<file path="config.mk">
export PLATFORM = sky130hd
export DESIGN_NAME = vid_mem_decoder
export DESIGN_NICKNAME = d
export VERILOG_FILES = /design/src/rtl/vid_mem_decoder.sv
export SDC_FILE = /design/constraint.sdc
export NUM_CORES = 2
export LEC_CHECK = 0
export ABC_AREA = 1
export CAP_MARGIN = 20
export CORE_MARGIN = 5
export CORE_UTILIZATION = 35
export DETAILED_ROUTE_END_ITERATION = 10
export SLEW_MARGIN = 10
export SYNTH_ARGS = -nofsm -noshare
export SYNTH_HDL_FRONTEND = slang
export SYNTH_SLANG_ARGS = --single-unit
export TNS_END_PERCENT = 5
</file>
<file path="constraint.sdc">
create_clock -name clk -period 3.38 [get_ports clk]
set_input_delay 0.676 -clock clk [delete_from_list [all_inputs] [get_ports clk]]
set_output_delay 0.676 -clock clk [all_outputs]
set_load 0.01 [all_outputs]
</file>
<file path="src/rtl/vid_mem_decoder.sv">
module vid_mem_decoder #(
  parameter int AW      = 16,
  parameter int DW      = 8,
  parameter int NUM_OBJ = 64,
  parameter int NUM_FLD = 3
) (
  input  logic                       clk,
  input  logic                       rst_n,
  input  logic [AW-1:0]              cpu_addr,
  input  logic [DW-1:0]              cpu_wdata,
  input  logic                       cpu_we,
  output logic [DW-1:0]              cpu_rdata,
  output logic [7:0]                 blk_sel,
  output logic                       bg_cs,
  output logic                       attr_ce_n,
  input  logic                       rnd_sel,
  input  logic [$clog2(NUM_OBJ)-1:0] rnd_idx,
  input  logic [1:0]                 rnd_field,
  output logic [DW-1:0]              rnd_data
);
  localparam int IW = $clog2(NUM_OBJ);

  logic          dec_en;
  logic          cpu_ce_n;
  logic [IW-1:0] sel_idx;
  logic [1:0]    sel_fld;
  logic [DW-1:0] fld_q [NUM_FLD];
  logic [DW-1:0] raw_q;
  logic [DW-1:0] ram_q;
  logic          wr_ok;

  assign dec_en  = (cpu_addr[AW-1:14] == '0);
  assign blk_sel = dec_en ? (8'b1 << cpu_addr[13:11]) : 8'b0;
  assign bg_cs   = blk_sel[7];

  assign cpu_ce_n  = ~blk_sel[6];
  assign attr_ce_n = rnd_sel ? 1'b0 : cpu_ce_n;

  assign sel_idx = rnd_sel ? rnd_idx   : cpu_addr[IW+1:2];
  assign sel_fld = rnd_sel ? rnd_field : cpu_addr[1:0];

  assign wr_ok = cpu_we & ~rnd_sel & blk_sel[6];

  for (genvar f = 0; f < NUM_FLD; f++) begin : g_fld
    logic [DW-1:0] mem [NUM_OBJ];
    always_ff @(posedge clk) begin
      if (!rst_n) begin
        for (int i = 0; i < NUM_OBJ; i++) mem[i] <= '0;
      end else if (wr_ok && cpu_addr[1:0] == 2'(f)) begin
        mem[cpu_addr[IW+1:2]] <= cpu_wdata;
      end
    end
    assign fld_q[f] = mem[sel_idx];
  end

  always_comb begin
    raw_q = '0;
    for (int f = 0; f < NUM_FLD; f++)
      if (sel_fld == 2'(f)) raw_q = fld_q[f];
  end

  assign ram_q     = attr_ce_n ? {DW{1'b1}} : ~raw_q;
  assign cpu_rdata = (!rnd_sel && blk_sel[6]) ? ram_q : {DW{1'b1}};
  assign rnd_data  = rnd_sel ? ram_q : {DW{1'b1}};
endmodule

</file>
### Word-level counts from Yosys, hierarchy flattened

Memories as Yosys holds them, arrays and structs flattened.
Index checks and enable logic that the tools add are counted.

| word-level totals | value |
|---|---|
| register bits after elaboration | 0 |
| bits in writable memories | 1536 |
| input bits | 36 |
| output and inout port bits | 26 |
| word-level logic and storage cells | 53 |
| memories | 3 |

| cells by class | value |
|---|---|
| eq/ne operators | 4 |
| shift operators | 1 |
| multiplexer cells | 29 |
| bitwise operators | 5 |
| reduce and logical (&&, ||, !) cells | 11 |

Memories:

| memory | depth | width | read ports | clocked after memory_dff | write ports | RTL line | RTL |
|---|---|---|---|---|---|---|---|
| g_fld[0].mem | 64 | 8 | 1 | 0 | 64 | 45 | `logic [DW-1:0] mem [NUM_OBJ];` |
| g_fld[1].mem | 64 | 8 | 1 | 0 | 64 | 45 |  |
| g_fld[2].mem | 64 | 8 | 1 | 0 | 64 | 45 |  |

Operators by type and width:

| kind | count |
|---|---|
| $mux 8 | 10 |
| $mux 6 | 4 |
| $reduce_or 8->1 | 3 |
| $mux 1 | 14 |
| $not 8->8 | 1 |
| $shl 1x3->8 const A | 1 |
| $logic_not 2->1 | 3 |
| $eq 2x1->1 const B | 2 |
| $eq 2x2->1 const B | 2 |
| $logic_and 1x1->1 | 4 |
| $and 1x1->1 | 2 |
| $mux 2 | 1 |
| $not 1->1 | 2 |
| $logic_not 1->1 | 1 |

### Logic depth before layout (Yosys ltp)

| logic depth | value |
|---|---|
| word-level depth | 9 |
| mapped depth | 16 |
| depth with buffers taken out | 13 |

### Least setup slack after synthesis

OpenSTA, ideal clock, no wires.

| timing | value |
|---|---|
| path kind | input -> output |
| start point | input port rnd_sel |
| end point | output port cpu_rdata[7] |
| arrival time | 2.267 ns |
| data required time | 2.704 ns |
| path slack | 0.437 ns |
| stages on the path | 11 |
| buffers on the path | 4 |
| cells stage by stage | buf_6 buf_6 o21ai_1 buf_2 buf_1 nand3_1 nand3_1 nand3_1 nand3_1 nand3_1 nand3_1 |

| between the ends | value |
|---|---|
| word-level cells in the longest chain between the ends | 8 |
| elaborated cells on any way between the ends | 17 |
| those cells by class | eq/ne: 2; mux: 8; bitwise: 1; reduce/logical: 3; memory: 3 |

RTL lines:

| what | RTL line | RTL |
|---|---|---|
| start: declaration | 16 | `input logic rnd_sel,` |
| $mux 6 / $mux 2 (equally long branches) | 39, 40 |  |
| $mem_v2 64x8 / $logic_not 2->1 (equally long branches) | n/a |  |
| $mux 8 (3 in a row) | 59 | `if (sel_fld == 2'(f)) raw_q = fld_q[f];` |
| $not 8->8 | 62 | `assign ram_q = attr_ce_n ? {DW{1'b1}} : ~raw_q;` |
| $mux 8 | 62 |  |
| $mux 8 * | 63 | `assign cpu_rdata = (!rnd_sel && blk_sel[6]) ? ram_q : {DW{1'b1}};` |
| end: declaration | 12 | `output logic [DW-1:0] cpu_rdata,` |

Mark *: on every way between the ends. The rest lies on a longest branch, timed or not.

### Worst setup path in the final report

| timing | value |
|---|---|
| start point | input port cpu_addr[2] |
| end point | output port rnd_data[2] |

| between the ends | value |
|---|---|
| word-level cells in the longest chain between the ends | 8 |
| elaborated cells on any way between the ends | 10 |
| those cells by class | mux: 6; bitwise: 1; memory: 3 |

RTL lines:

| what | RTL line | RTL |
|---|---|---|
| start: declaration | 9 | `input logic [AW-1:0] cpu_addr,` |
| $mux 6 * | 39 | `assign sel_idx = rnd_sel ? rnd_idx : cpu_addr[IW+1:2];` |
| $mem_v2 64x8 | n/a |  |
| $mux 8 (2 in a row) | 59 |  |
| $mux 8 * | 59 |  |
| $not 8->8 * | 62 |  |
| $mux 8 * | 62 |  |
| $mux 8 * | 64 | `assign rnd_data = rnd_sel ? ram_q : {DW{1'b1}};` |
| end: declaration | 19 | `output logic [DW-1:0] rnd_data` |

Marked as above.

==> summary.txt <==
Layout cells sized above 1 -> 0.2551
Post-Syn Area -> 72610 um^2
Internal Power -> 0.03442 W
Dpl ws -> -1.268 ns
Synthesized Nets -> 7316
Worst setup EP type -> primary output
Post-layout minimum cycle time -> 3.672 ns
Drt pass-1 iters -> 6
Syn avg cell area -> 9.974 um^2
Req. time, crit path -> 2.70 ns
Leak -> 34.65 nW
Initial antenna violation count -> 3
Register area -> 46120 um^2
Filler Cell Count -> 19060
Starting density of the core -> 0.3510
Critical path type -> in2out
First-pass GRT wire length -> 352600 um
Area occupied by multi-input gates -> 25870 um^2
Register with the most flip-flops -> g_fld.mem
CTS max path bufs -> 3
Worst Tran Pin Value -> 0.6077 ns
Peak VDD IR -> 0.0005649 V
Core area -> 206900 um^2
Switch Pwr -> 0.01218 W
Critical path startpoint -> cpu_addr[2]
RD Place Congestion -> 0.9251
1st-iter DRT viols -> 7094
Via count -> 57400
Max transition margin -> 0.5948
Final #Nets -> 7804
Post-Layout Cell Count -> 10600
Row count -> 167
Comb power frac -> 0.143
Top Registers -> g_fld.mem: 1536 flops
Hold WC Path Type -> in2reg
Placed cell count -> 10170
DPL Wire Length -> 157200 um
Critical path endpoint -> rnd_data[2]
Synthesized instance count -> 7280
Slew Viols, Final -> 0
Largest net degree at the start of global routing -> 69
CTS tree -> done
Top Ports -> 62
Layout area overhead -> 26.97%
Failing checks -> negative setup slack
Global Route Usage Sum -> 0.2158
# DRC -> 0
WL/cell -> 23.32 um
Die ar. -> 216700 um^2
Setup violations, final -> 16
CP Launch Type -> input pin
Netlist cell types -> 25
Post-synth EDFFs -> 1536
Post-route ant nets -> 0
Die Span Y -> 465.5 um
Primary flip-flop cell chosen by synthesis mapping -> edfxtp_1
Total CTS buffers -> 166
H-tree lvl count -> 4
Largest register FFs -> 1536
Final wirelength -> 247200 um
Crit path DAT -> 3.00 ns
Most common cell after layout, fill and taps aside -> nand2_1
Total global routing overflow -> 0
# port buffers -> 58
Sw Share -> 0.2613
Die width -> 465.5 um
RSZ-0062 raised after global routing -> true
FFs w/ async S/R, synth -> 0
Status -> complete, but fails checks
Sequential power share -> 0.475
Vias in the first global route -> 54710
Setup slack after layout -> -0.2923 ns
# clock sinks -> 1536
Most frequent cells in the layout -> nand2_1, edfxtp_1, nand3_1
Clock power share -> 0.382
Final hold vios -> 0
Maximum capacitance violations -> 0
Sequential element share of the synthesized area -> 0.6352
Yosys reg bits -> 1536
Fmax -> 0.2723 GHz
Critical path fanouts, max -> 13
Yosys warnings -> 0
Via/cell ratio -> 5.414
Hold_ws -> 0.4014 ns
Root buffer cell -> clkbuf_16
Final core occ -> 0.4457
Clk slew on worst S/H paths -> 0.06 ns
Power per cell area -> 505.4 nW/um^2
Period utilization -> 1.086
## final cells by class
cell class                      instances  share of cell area
Antenna cell                            5           0.0001357
Tap cell                             2704             0.03670
Sequential cell                      1536              0.5003
Multi-Input combinational cell       5128              0.2806
Clock inverter                         84            0.009690
Timing Repair Buffer                  879              0.1220
Clock buffer                          210             0.04708
Inverter                               57            0.003420
## worst max-delay path: stages
cell,delay (ns)
clkbuf_2,0.10
buf_12,0.15
inv_2,0.06
nand2_4,0.10
nand2_8,0.12
buf_16,0.19
buf_12,0.14
buf_16,0.14
nand2_1,0.06
nand3_1,0.11
nand3_2,0.11
nand3_2,0.11
nand3_2,0.09
buf_6,0.14
nand3_2,0.11
nand3_2,0.10
nand3_2,0.11
buf_12,0.15
nand3_1,0.06
buf_2,0.13
## what timing repair did
| item | CTS | global route |
|---|---|---|
| cloned | 35 | 34 |
| pin swaps | 36 | 69 |
| setup buffers | 38 | 33 |
| hold buffers | 0 | 0 |
| endpoints found under the setup margin | 16 | 16 |
| hold endpoints to repair | 0 | 0 |
| resized for setup | 361 | 332 |
## power by group through the flow
stage	Clock (W)	Combinational, W	Sequential, W
final	0.0178	0.00664	0.0221
after global placement	0	0.00521	0.0225
after detailed placement	0	0.00523	0.0225
after floorplan	0	0.00285	0.0224
after CTS	0.0180	0.00596	0.0221
after global routing	0.0188	0.00696	0.0222
## stage by stage
| stage | total power [W] | area, um^2 | setup TNS [ns] |
|---|---|---|---|
| 2_1_floorplan | 0.02527 | 72610 | 0 |
| 6_report | 0.04659 | 92190 | -3.957 |
| 3_5_place_dp | 0.02776 | 81600 | -19.81 |
| 5_1_grt | 0.04797 | 92190 | -4.553 |
| 4_1_cts | 0.04606 | 89660 | -7.915 |
| 3_3_place_gp | 0.02772 | 81600 | -20.65 |
## logic make-up after synthesis
kind of cell / share of synthesized area
AO/OA/AOI/OAI: 0.001086
flip-flops: 0.6352
buffers and inverters: 0.03891
AND/OR/NAND/NOR: 0.3248
## cell usage after synthesis (all sizes together) (2+ instances only)
cell	n	share of area
a21oi	8	0.00055
buf	250	0.020
clkbuf	309	0.016
edfxtp	1536	0.64
inv	57	0.0029
nand2	1787	0.11
nand3	1700	0.12
nand3b	3	0.00031
nor2	1616	0.10
nor3	2	0.00029
o21ai	7	0.00053
or2	3	0.00026
## metal layers
layer,GRT usage,up-vias,routed length (um),share of wire
met5,0,-,12,0.000049
met4,0.1150,2,14420,0.058
met3,0.03239,551,21580,0.087
met2,0.3480,2870,115800,0.47
met1,0.2817,28170,95360,0.39
li1,-,25810,-,-
## how the worst min path moves through the flow
stage,cells after the start,start,end,slack (ns)
2_1_floorplan,3,cpu_wdata[7],g_fld[0].mem[0][7]$_SDFFCE_PN0P_,1.10
3_3_place_gp,3,rst_n,g_fld[2].mem[52][0]$_SDFFCE_PN0P_,1.23
3_5_place_dp,3,rst_n,g_fld[2].mem[52][0]$_SDFFCE_PN0P_,1.23
4_1_cts,3,rst_n,g_fld[1].mem[52][2]$_SDFFCE_PN0P_,0.34
5_1_grt,3,rst_n,g_fld[1].mem[52][2]$_SDFFCE_PN0P_,0.37
6_report,3,rst_n,g_fld[1].mem[52][2]$_SDFFCE_PN0P_,0.40
No activity file was read; power rests on OpenSTA's default activity.
